==> src/rtl/eeprom_seq_pkg.sv <==
// Shared constants and state encodings for the EEPROM request sequencer.
package eeprom_seq_pkg;
    localparam logic [7:0] OP_WREN  = 8'h06;
    localparam logic [7:0] OP_WRITE = 8'h02;
    localparam logic [7:0] OP_RDSR  = 8'h05;
    localparam logic [7:0] OP_READ  = 8'h03;
    localparam logic [7:0] FILLER   = 8'h00;

    typedef enum logic [1:0] {PH_WREN, PH_WRITE, PH_RDSR, PH_READ} phase_t;
    typedef enum logic [1:0] {S_IDLE, S_LAUNCH, S_WAIT, S_GAP} seq_state_t;
    typedef enum logic [1:0] {X_IDLE, X_SEND, X_WAIT} xact_state_t;
endpackage

==> src/rtl/eeprom_chunker.sv <==
// Piece planner: holds the running address, buffer base index and remaining
// count of a request, and gives the size of the current piece.
// Assumes LEN_W is wide enough to hold CHUNK_MAX.
module eeprom_chunker #(
    parameter int LEN_W     = 16,
    parameter int CHUNK_MAX = 16,
    localparam int CW       = $clog2(CHUNK_MAX + 1)
) (
    input  logic             clk,
    input  logic             rst_n,
    input  logic             load,
    input  logic             adv,
    input  logic [15:0]      ld_addr,
    input  logic [LEN_W-1:0] ld_len,
    output logic [15:0]      cur_addr,
    output logic [LEN_W-1:0] base_idx,
    output logic [CW-1:0]    piece_len,
    output logic             last_piece
);
    logic [LEN_W-1:0] remain;

    // Piece size is the remaining count clipped to the maximum.
    always_comb begin
        last_piece = (remain <= LEN_W'(CHUNK_MAX));
        piece_len  = last_piece ? CW'(remain) : CW'(CHUNK_MAX);
    end

    // Load on request, advance all three counters by one piece on demand.
    always_ff @(posedge clk) begin
        if (!rst_n) begin
            cur_addr <= '0;
            base_idx <= '0;
            remain   <= '0;
        end else if (load) begin
            cur_addr <= ld_addr;
            base_idx <= '0;
            remain   <= ld_len;
        end else if (adv) begin
            cur_addr <= cur_addr + 16'(piece_len);
            base_idx <= base_idx + LEN_W'(piece_len);
            remain   <= remain - LEN_W'(piece_len);
        end
    end
endmodule

==> src/rtl/eeprom_xact.sv <==
// Transaction engine: opens a chip-select frame, issues nbytes bytes one at a
// time (waiting for each acknowledge), and closes the frame after the last.
// Byte 0 is the opcode; bytes 1..2 the address for read/write opcodes;
// later bytes are buffer data for writes and filler otherwise.
// Assumes opcode, address and base index are stable while the frame runs.
module eeprom_xact import eeprom_seq_pkg::*; #(
    parameter int LEN_W = 16,
    parameter int BW    = 5
) (
    input  logic             clk,
    input  logic             rst_n,
    input  logic             start,
    input  logic [7:0]       opcode,
    input  logic [BW-1:0]    nbytes,
    input  logic [15:0]      addr,
    input  logic [LEN_W-1:0] base_idx,
    input  logic [7:0]       wdata,
    output logic [LEN_W-1:0] rd_idx,
    output logic             rx_valid,
    output logic [BW-1:0]    rx_pos,
    output logic [7:0]       rx_byte,
    output logic             frame_done,
    output logic             spi_cs_n,
    output logic             spi_go,
    output logic [7:0]       spi_txd,
    input  logic             spi_ack,
    input  logic [7:0]       spi_rxd
);
    xact_state_t      st;
    logic [BW-1:0]    pos;
    logic [BW-1:0]    n_q;
    logic [7:0]       op_q;
    logic             has_addr;

    // Frame control signals and received-byte reporting.
    always_comb begin
        spi_cs_n   = (st == X_IDLE);
        spi_go     = (st == X_SEND);
        rx_valid   = (st == X_WAIT) && spi_ack;
        rx_pos     = pos;
        rx_byte    = spi_rxd;
        frame_done = rx_valid && (pos == n_q - BW'(1));
        rd_idx     = base_idx + LEN_W'(pos) - LEN_W'(3);
    end

    // Byte selection by position within the frame.
    always_comb begin
        has_addr = (op_q == OP_WRITE) || (op_q == OP_READ);
        if (pos == '0)
            spi_txd = op_q;
        else if (has_addr && pos == BW'(1))
            spi_txd = addr[15:8];
        else if (has_addr && pos == BW'(2))
            spi_txd = addr[7:0];
        else if (op_q == OP_WRITE)
            spi_txd = wdata;
        else
            spi_txd = FILLER;
    end

    // Send / wait-for-acknowledge loop over the bytes of one frame.
    always_ff @(posedge clk) begin
        if (!rst_n) begin
            st   <= X_IDLE;
            pos  <= '0;
            n_q  <= '0;
            op_q <= '0;
        end else begin
            case (st)
                X_IDLE: if (start) begin
                    op_q <= opcode;
                    n_q  <= nbytes;
                    pos  <= '0;
                    st   <= X_SEND;
                end
                X_SEND: st <= X_WAIT;
                X_WAIT: if (spi_ack) begin
                    if (pos == n_q - BW'(1)) begin
                        st <= X_IDLE;
                    end else begin
                        pos <= pos + BW'(1);
                        st  <= X_SEND;
                    end
                end
                default: st <= X_IDLE;
            endcase
        end
    end
endmodule

==> src/rtl/eeprom_poll_timer.sv <==
// Poll pacing: counts busy answers for the current piece and measures the
// idle interval between status polls. Assumes POLL_CYCLES and POLL_TRIES >= 1.
module eeprom_poll_timer #(
    parameter int POLL_CYCLES = 100000,
    parameter int POLL_TRIES  = 1000,
    localparam int GW         = $clog2(POLL_CYCLES + 1),
    localparam int TW         = $clog2(POLL_TRIES + 1)
) (
    input  logic clk,
    input  logic rst_n,
    input  logic clr_tries,
    input  logic note_busy,
    input  logic gap_en,
    output logic last_try,
    output logic gap_done
);
    logic [TW-1:0] tries;
    logic [GW-1:0] gap_cnt;

    // Limit reached when the busy answer now arriving is the final allowed one.
    always_comb begin
        last_try = (tries == TW'(POLL_TRIES - 1));
        gap_done = gap_en && (gap_cnt == GW'(POLL_CYCLES - 1));
    end

    // Busy-answer counter, cleared at the start of each piece's polling.
    always_ff @(posedge clk) begin
        if (!rst_n || clr_tries)
            tries <= '0;
        else if (note_busy)
            tries <= tries + TW'(1);
    end

    // Interval counter, running only while the sequencer waits between polls.
    always_ff @(posedge clk) begin
        if (!rst_n || !gap_en)
            gap_cnt <= '0;
        else
            gap_cnt <= gap_cnt + GW'(1);
    end
endmodule

==> src/rtl/eeprom_seq.sv <==
// EEPROM request sequencer top: accepts a request when idle, walks it piece
// by piece through write-enable / write / status-poll or read frames, and
// reports done and timeout. Assumes a byte-wide SPI master that answers each
// spi_go with one spi_ack pulse, and a buffer read path with zero latency.
module eeprom_seq import eeprom_seq_pkg::*; #(
    parameter int LEN_W       = 16,
    parameter int CHUNK_MAX   = 16,
    parameter int POLL_CYCLES = 100000,
    parameter int POLL_TRIES  = 1000
) (
    input  logic             clk,
    input  logic             rst_n,
    input  logic             req_start,
    input  logic             req_write,
    input  logic [15:0]      req_addr,
    input  logic [LEN_W-1:0] req_len,
    output logic             busy,
    output logic             done,
    output logic             timeout,
    output logic [LEN_W-1:0] buf_rd_idx,
    input  logic [7:0]       buf_rd_data,
    output logic             buf_wr_en,
    output logic [LEN_W-1:0] buf_wr_idx,
    output logic [7:0]       buf_wr_data,
    output logic             spi_cs_n,
    output logic             spi_go,
    output logic [7:0]       spi_txd,
    input  logic             spi_ack,
    input  logic [7:0]       spi_rxd
);
    localparam int CW  = $clog2(CHUNK_MAX + 1);
    localparam int BW  = $clog2(CHUNK_MAX + 4);
    localparam int HDR = 3;

    seq_state_t       state;
    phase_t           phase;
    logic             wr_mode;
    logic             accept;
    logic [15:0]      cur_addr;
    logic [LEN_W-1:0] base_idx;
    logic [CW-1:0]    piece_len;
    logic             last_piece;
    logic             x_start;
    logic [7:0]       x_op;
    logic [BW-1:0]    x_n;
    logic             x_done;
    logic             rx_valid;
    logic [BW-1:0]    rx_pos;
    logic [7:0]       rx_byte;
    logic             last_try;
    logic             gap_done;
    logic             note_busy;
    logic             clr_tries;
    logic             piece_end;

    // Decode of the current phase into frame opcode and length.
    always_comb begin
        accept  = (state == S_IDLE) && req_start;
        busy    = (state != S_IDLE);
        x_start = (state == S_LAUNCH);
        case (phase)
            PH_WREN:  begin x_op = OP_WREN;  x_n = BW'(1); end
            PH_WRITE: begin x_op = OP_WRITE; x_n = BW'(HDR) + BW'(piece_len); end
            PH_RDSR:  begin x_op = OP_RDSR;  x_n = BW'(2); end
            default:  begin x_op = OP_READ;  x_n = BW'(HDR) + BW'(piece_len); end
        endcase
    end

    // Frame-end events that steer the sequence.
    always_comb begin
        clr_tries = (state == S_WAIT) && x_done && (phase == PH_WRITE);
        note_busy = (state == S_WAIT) && x_done && (phase == PH_RDSR) && rx_byte[0];
        piece_end = (state == S_WAIT) && x_done &&
                    ((phase == PH_READ) ||
                     ((phase == PH_RDSR) && (!rx_byte[0] || last_try)));
    end

    eeprom_chunker #(.LEN_W(LEN_W), .CHUNK_MAX(CHUNK_MAX)) u_chunk (
        .clk(clk), .rst_n(rst_n), .load(accept && req_len != '0), .adv(piece_end),
        .ld_addr(req_addr), .ld_len(req_len), .cur_addr(cur_addr),
        .base_idx(base_idx), .piece_len(piece_len), .last_piece(last_piece)
    );

    eeprom_xact #(.LEN_W(LEN_W), .BW(BW)) u_xact (
        .clk(clk), .rst_n(rst_n), .start(x_start), .opcode(x_op), .nbytes(x_n),
        .addr(cur_addr), .base_idx(base_idx), .wdata(buf_rd_data),
        .rd_idx(buf_rd_idx), .rx_valid(rx_valid), .rx_pos(rx_pos),
        .rx_byte(rx_byte), .frame_done(x_done), .spi_cs_n(spi_cs_n),
        .spi_go(spi_go), .spi_txd(spi_txd), .spi_ack(spi_ack), .spi_rxd(spi_rxd)
    );

    eeprom_poll_timer #(.POLL_CYCLES(POLL_CYCLES), .POLL_TRIES(POLL_TRIES)) u_poll (
        .clk(clk), .rst_n(rst_n), .clr_tries(clr_tries), .note_busy(note_busy),
        .gap_en(state == S_GAP), .last_try(last_try), .gap_done(gap_done)
    );

    // Main sequence: phase stepping, piece advance, done and timeout.
    always_ff @(posedge clk) begin
        if (!rst_n) begin
            state   <= S_IDLE;
            phase   <= PH_READ;
            wr_mode <= 1'b0;
            done    <= 1'b0;
            timeout <= 1'b0;
        end else begin
            done <= 1'b0;
            case (state)
                S_IDLE: if (accept) begin
                    timeout <= 1'b0;
                    wr_mode <= req_write;
                    phase   <= req_write ? PH_WREN : PH_READ;
                    if (req_len == '0)
                        done  <= 1'b1;
                    else
                        state <= S_LAUNCH;
                end
                S_LAUNCH: state <= S_WAIT;
                S_WAIT: if (x_done) begin
                    if (note_busy && last_try)
                        timeout <= 1'b1;
                    if (piece_end) begin
                        if (last_piece) begin
                            state <= S_IDLE;
                            done  <= 1'b1;
                        end else begin
                            state <= S_LAUNCH;
                            phase <= wr_mode ? PH_WREN : PH_READ;
                        end
                    end else if (phase == PH_WREN) begin
                        phase <= PH_WRITE;
                        state <= S_LAUNCH;
                    end else if (phase == PH_WRITE) begin
                        phase <= PH_RDSR;
                        state <= S_LAUNCH;
                    end else begin
                        state <= S_GAP;
                    end
                end
                S_GAP: if (gap_done) state <= S_LAUNCH;
                default: state <= S_IDLE;
            endcase
        end
    end

    // Registered store of received read bytes past the header.
    always_ff @(posedge clk) begin
        if (!rst_n) begin
            buf_wr_en   <= 1'b0;
            buf_wr_idx  <= '0;
            buf_wr_data <= '0;
        end else begin
            buf_wr_en   <= rx_valid && (phase == PH_READ) && (rx_pos >= BW'(HDR));
            buf_wr_idx  <= base_idx + LEN_W'(rx_pos) - LEN_W'(HDR);
            buf_wr_data <= rx_byte;
        end
    end
endmodule

==> config.mk <==
export PLATFORM = sky130hd
export DESIGN_NAME = eeprom_seq
export DESIGN_NICKNAME = d
export VERILOG_FILES = /design/src/rtl/eeprom_seq_pkg.sv /design/src/rtl/eeprom_chunker.sv /design/src/rtl/eeprom_xact.sv /design/src/rtl/eeprom_poll_timer.sv /design/src/rtl/eeprom_seq.sv
export SDC_FILE = /design/constraint.sdc
export NUM_CORES = 1
export LEC_CHECK = 0
export BUFFER_PORTS_ARGS = -buffer_cell sky130_fd_sc_hd__buf_2
export CORE_UTILIZATION = 31
export DETAILED_ROUTE_END_ITERATION = 8
export PLACE_DENSITY = 0.48
export SLEW_MARGIN = 40
export SYNTH_ARGS = -nofsm -noshare
export SYNTH_HDL_FRONTEND = slang
export SYNTH_SLANG_ARGS = --single-unit
==> constraint.sdc <==
create_clock -name clk -period 3.7 [get_ports clk]
set_clock_uncertainty 0.2 [all_clocks]
set_input_delay 0.555 -clock clk [delete_from_list [all_inputs] [get_ports clk]]
set_output_delay 0.555 -clock clk [all_outputs]
set_load 0.005 [all_outputs]
=== Yosys cells after proc, flatten, opt, wreduce, memory -nomap -nowiden ===
Index checks and enable logic that the tools add are counted.

* Bits in registers: 127
* Input port bits: 53
* Logic and storage cells: 144

* Reductions and logical operators: 42
* Add/sub/neg operators: 10
* Equality and inequality tests: 25
* Bitwise logic cells: 1
* Mux-type cells: 47
* Magnitude comparators: 2

{| class="wikitable"
|+ Operator list
! kind !! count
|-
| $mux W16 || 4
|-
| $add A16 B5 Y16 || 3
|-
| $mux W2 || 17
|-
| $mux W8 || 4
|-
| $mux W5 || 4
|-
| $pmux W5 S2 || 2
|-
| $add A17 B1 Y17 const B || 1
|-
| $eq A17 B17 Y1 const B || 1
|-
| $eq A8 B2 Y1 const B || 2
|-
| $le A16 B5 Y1 const B || 1
|-
| $logic_and A1 B1 Y1 || 16
|-
| $logic_not A16 Y1 || 1
|-
| $reduce_bool A16 Y1 || 1
|-
| $sub A16 B2 Y16 const B || 1
|-
| $sub A16 B5 Y16 || 1
|-
| $ne A2 B2 Y1 const B || 6
|-
| $reduce_and A4 Y1 || 3
|-
| $add A10 B1 Y10 const B || 1
|-
| $eq A10 B10 Y1 const B || 1
|-
| $eq A2 B2 Y1 const B || 5
|-
| $mux W1 || 10
|-
| $pmux W3 S3 || 1
|-
| $pmux W2 S4 || 1
|-
| $reduce_bool A2 Y1 || 4
|-
| 22 further kinds || 36
|}

=== Depth between registers and ports, before layout ===
* Depth in word-level cells: 10
* Depth in mapped cells: 12
* Mapped depth without buffers: 12

=== Hierarchy ===
A second synthesis with hierarchy kept.

* Cell total of the unflattened synthesis: 1033
* Area total of the unflattened synthesis: 8356.8 um^2

{| class="wikitable"
|+ Modules (own cells, without submodules)
! module !! sequential area each (um^2) !! times used !! cells each !! area each (um^2)
|-
| eeprom_chunker || 960.9 || 1 || 340 || 2810.2
|-
| eeprom_xact || 400.4 || 1 || 285 || 2159.6
|-
| eeprom_seq || 640.6 || 1 || 262 || 2123.3
|-
| eeprom_poll_timer || 540.5 || 1 || 146 || 1263.7
|}

=== Least setup slack after synthesis ===
Ideal clock, no wire load.

* Path type: register to register
* Start: reg u_chunk.remain[8]
* End: reg u_chunk.base_idx[13]
* Stages on the path, launching flop included: 13
* Data arrival time: 3144 ps
* Setup slack: 285 ps
* Data required time: 3430 ps
* Period minus slack after synthesis: 3415 ps
* Buffers on the path: 1
* Path through: dfxtp_1 nor4_1 nand4_1 a21oi_1 and2_1 ha_1 a21o_1 a21oi_1 o21a_1 or4_1 clkbuf_1 or4_1 a21oi_1

* Word-level cells in the longest chain between the ends: 3

{| class="wikitable"
|+ Ends and longest elaborated chain
! element !! RTL line !! source
|-
| from (decl) || eeprom_chunker.sv:20 || <nowiki>logic [LEN_W-1:0] remain;</nowiki>
|-
| from (signal assigned) || eeprom_chunker.sv:37 || <nowiki>remain <= ld_len;</nowiki>
|-
| from (signal assigned) || eeprom_chunker.sv:41 || <nowiki>remain <= remain - LEN_W'(piece_len);</nowiki>
|-
| $le A16 B5 Y1 || eeprom_chunker.sv:24 || <nowiki>last_piece = (remain <= LEN_W'(CHUNK_MAX));</nowiki>
|-
| $mux W5 || eeprom_chunker.sv:25 || <nowiki>piece_len = last_piece ? CW'(remain) : CW'(CHUNK_MAX);</nowiki>
|-
| $add A16 B5 Y16 || eeprom_chunker.sv:40 || <nowiki>base_idx <= base_idx + LEN_W'(piece_len);</nowiki>
|-
| to (signal assigned) || eeprom_chunker.sv:40 ||
|-
| to (decl) || eeprom_chunker.sv:16 || <nowiki>output logic [LEN_W-1:0] base_idx,</nowiki>
|}

No other way between the ends.
A chain may end at the register's enable or synchronous reset.

=== Final worst setup path ===
* Start: reg u_chunk.base_idx[1]
* End: out buf_rd_idx[15]

* Word-level cells in the longest chain between the ends: 2

{| class="wikitable"
|+ Ends and longest elaborated chain
! element !! RTL line !! source
|-
| $add A16 B5 Y16 || eeprom_xact.sv:43 || <nowiki>rd_idx = base_idx + LEN_W'(pos) - LEN_W'(3);</nowiki>
|-
| $sub A16 B2 Y16 || eeprom_xact.sv:43 ||
|-
| to (decl) || eeprom_seq.sv:20 || <nowiki>output logic [LEN_W-1:0] buf_rd_idx,</nowiki>
|}

No other way between the ends.

==> results.md <==
- Filler cell count: 2353
- Reg clk slew, reported paths: 60 ps
- WHS Endpoint: buf_wr_data[1]$_SDFF_PN0_
- CP Launch Type: flip-flop
- Clk buf depth: 2
- CP max stage cell: fa_2
- Overflow after GRT: 0
- Crit-path max cell delay: 360 ps
- Number of I/O pins: 107
- Crit-path cells: ha_1, ha_1, fa_2, a21o_1, a21oi_4, o21ai_2, a21oi_2, mux2_2, nand2_1, buf_2
- Worst hold path depth: 2
- RR Endpoint: u_chunk.remain[11]$_SDFFE_PN0P_
- RSZ-0062 raised after global routing: no
- HP Start: spi_rxd[1]
- Synthesized area: 0.00714 mm^2
- Worst slew margin: 0.504
- Vias per inst: 5.13
- Tcrit/Tclk final: 0.968
- Status: complete, no violations
- Root Buffer: clkbuf_16
- Worst Tran Pin Value: 744 ps
- Cts-stage hold buffer count: 0
- Cell with the most instances after synthesis: dfxtp_1
- Leak: 3.48 nW
- Yosys warns: 0
- CTS tree: built
- First-pass GRT wire length: 32900 um
- CP top delay family: adder cells
- CP required: 2940 ps
- Clock Sinks: 122
- Tmin final: 3580 ps
- Critical path capture point type: primary output
- Arr. time, crit path: 2830 ps
- Overall Global Routing Usage: 0.175
- Post-synth EDFFs: 0
- Yosys cell types: 62
- Initial Util: 0.316
- DR vias: 6655
- Final WL: 20100 um
- RR Startpoint: u_poll.tries[1]$_SDFFE_PP0N_
- H-tree lvl count: 4
- Setup ws final: 119 ps
- R2r setup slk: 380 ps
- Port Buffers: 106
- Mean Syn Cell Area: 8.02 um^2
- Synth top area share: 0.342
- Synth area leaders: dfxtp_1, ha_1, a21oi_1, o21ai_0, nand2_1
- Layout cells sized above 1: 0.184
- Worst hold path class: input pin to flip-flop
- Antenna viol nets, final: 0
- Post-Place Setup Slack: 145 ps
- Top post-synthesis cells by count: dfxtp_1, nand2_1, nor2_1
- Largest net degree at the start of global routing: 59
- Crit path kind: flip-flop to primary output
- Synth-to-Final Area Change: 21.9%
- Register area share after synthesis: 0.342
- Die area: 0.0237 mm^2
- Max_cap viols: 0
- Die Wd: 154 um
- Maximum vdd drop: 0.235 mV
- Final Hold Vio Count: 0
- Die height: 154 um
- Multi-input logic area: 0.00441 mm^2
- FMAX: 0.279 GHz
- Initial antenna violation count: 0
- Detailed-route wire length per cell: 15.5 um
- Number of global-route vias before repair: 6291
- Setup TNS: 0 ps
- Row cnt: 55
- CP max FO: 4
- # DRC: 0
- Syn nets: 998
- Final slew viol count: 0
- Ant diodes: 0
- Top FF cell, synth: dfxtp_1
- Routability cong.: 0.793
- Detail Placement HPWL: 14700 um
- # setup viols final: 0
- CTS Buf Count: 17
- Worst r2r path cells: 7
- Clk_lat worst skew: 430 ps
- P per Cell Area: 503 mW/mm^2
- Synth async-reset ratio: 0
- Syn Inst Count: 891
- Final nets: 1106
- Register area: 0.00245 mm^2
- CP Buf/Inv Count: 1
- Cell taking the most area after synthesis: dfxtp_1
- Placeable Area: 0.0226 mm^2
- Initial DRC Count: 287
- Yosys reg bits: 122
- First-pass DRT Iterations: 5
- Crit-path most repeated cell: ha_1
[area by class of cell]
| cell class | count | share of cell area |
|---|---|---|
| clock buffer | 17 | 0.0488 |
| sequential | 122 | 0.281 |
| tap | 285 | 0.0409 |
| multi-input combinational | 677 | 0.506 |
| inverter | 51 | 0.0220 |
| timing repair buffer | 130 | 0.0816 |
| clock inverter | 15 | 0.0191 |
[per-stage QoR]
stage	util	total power, mW	cell area (um^2)	hold slack [ps]	cells
after floorplan	-	2.34	7140	226	891
after global placement	0.356	2.71	8060	245	1264
after detailed placement	0.356	2.71	8060	248	1264
after CTS	0.382	4.44	8660	112	1296
after global routing	0.385	4.64	8710	118	1297
final	0.385	4.38	8710	128	1297
[cell usage in the layout, fill, tap and decap left out, types with 4 or more instances in the layout]
cell         n
a211oi_1    11
a21o_1       7
a21oi_1     59
a31oi_1     24
and2_1      29
and3_1      11
and4_1       4
buf_2      106
buf_4       24
clkbuf_16   17
clkinv_4     4
dfxtp_1    118
ha_1        51
inv_1       50
inv_6        4
nand2_1     77
nand2b_1     7
nand3_1     43
nand4_1     13
nand4b_1     4
nor2_1      74
nor2b_1      5
nor3_1      18
nor4_1       8
o21a_1       5
o21ai_0     59
o31ai_1     17
or3_1       14
or4_1       21
xnor2_1     31
xor2_1      21
[registers in the layout, summed over array words and instances (netlist names), 2 cells and up]
register,count
u_chunk.base_idx,16
u_xact.n_q,5
phase,2
u_poll.tries,10
u_xact.op_q,3
u_chunk.cur_addr,16
u_xact.rx_pos,5
u_poll.gap_cnt,17
state,2
buf_wr_data,8
buf_wr_idx,16
u_chunk.remain,16
u_xact.st,2
[per-layer routing]
layer	up-vias	track usage	wire, um
li1	3405	-	-
met1	3088	0.242	10200
met2	145	0.276	8900
met3	17	0.0338	800
met4	0	0.0448	204
met5	-	0	0
[repair_timing]
action	4_1_cts	5_1_grt
endpoints found under the setup margin	4	18
buffers inserted	0	1
gates resized for setup	5	12
pin swaps	0	2
[cells by family after synthesis]
| logic type | after synthesis | synth area share |
|---|---|---|
| DFF | 122 | 0.342 |
| other | 1 | 0.000525 |
| xor gates and xnor gates | 52 | 0.0637 |
| and+or+nand+nor | 346 | 0.250 |
| buffers and inverters | 92 | 0.0487 |
| adders and majority gates | 54 | 0.0977 |
| muxes | 4 | 0.00595 |
| AOI/OAI and AO/OA | 220 | 0.192 |
[where the power goes]
group,internal (mW),total [mW],switching [mW]
Sequential,1.46,1.63,0.171
Clock,1.00,1.69,0.686
Combinational,0.407,1.06,0.653
Total,2.87,4.38,1.51
[how the worst max path moves through the flow]
stage,to,cells past startpoint,slack (ps),start
final,buf_rd_idx[15],10,120,u_chunk.base_idx[1]$_SDFFE_PP0P_
after global routing,buf_rd_idx[15],10,2,u_chunk.base_idx[1]$_SDFFE_PP0P_
after CTS,buf_rd_idx[15],10,-50,u_chunk.base_idx[1]$_SDFFE_PP0P_
after detailed placement,u_chunk.base_idx[15]$_SDFFE_PP0P_,11,140,u_chunk.remain[8]$_SDFFE_PN0P_
after global placement,u_chunk.base_idx[13]$_SDFFE_PP0P_,11,230,u_chunk.remain[8]$_SDFFE_PN0P_
after floorplan,u_chunk.base_idx[13]$_SDFFE_PP0P_,12,290,u_chunk.remain[8]$_SDFFE_PN0P_
Power figures use the tool's default switching activity.
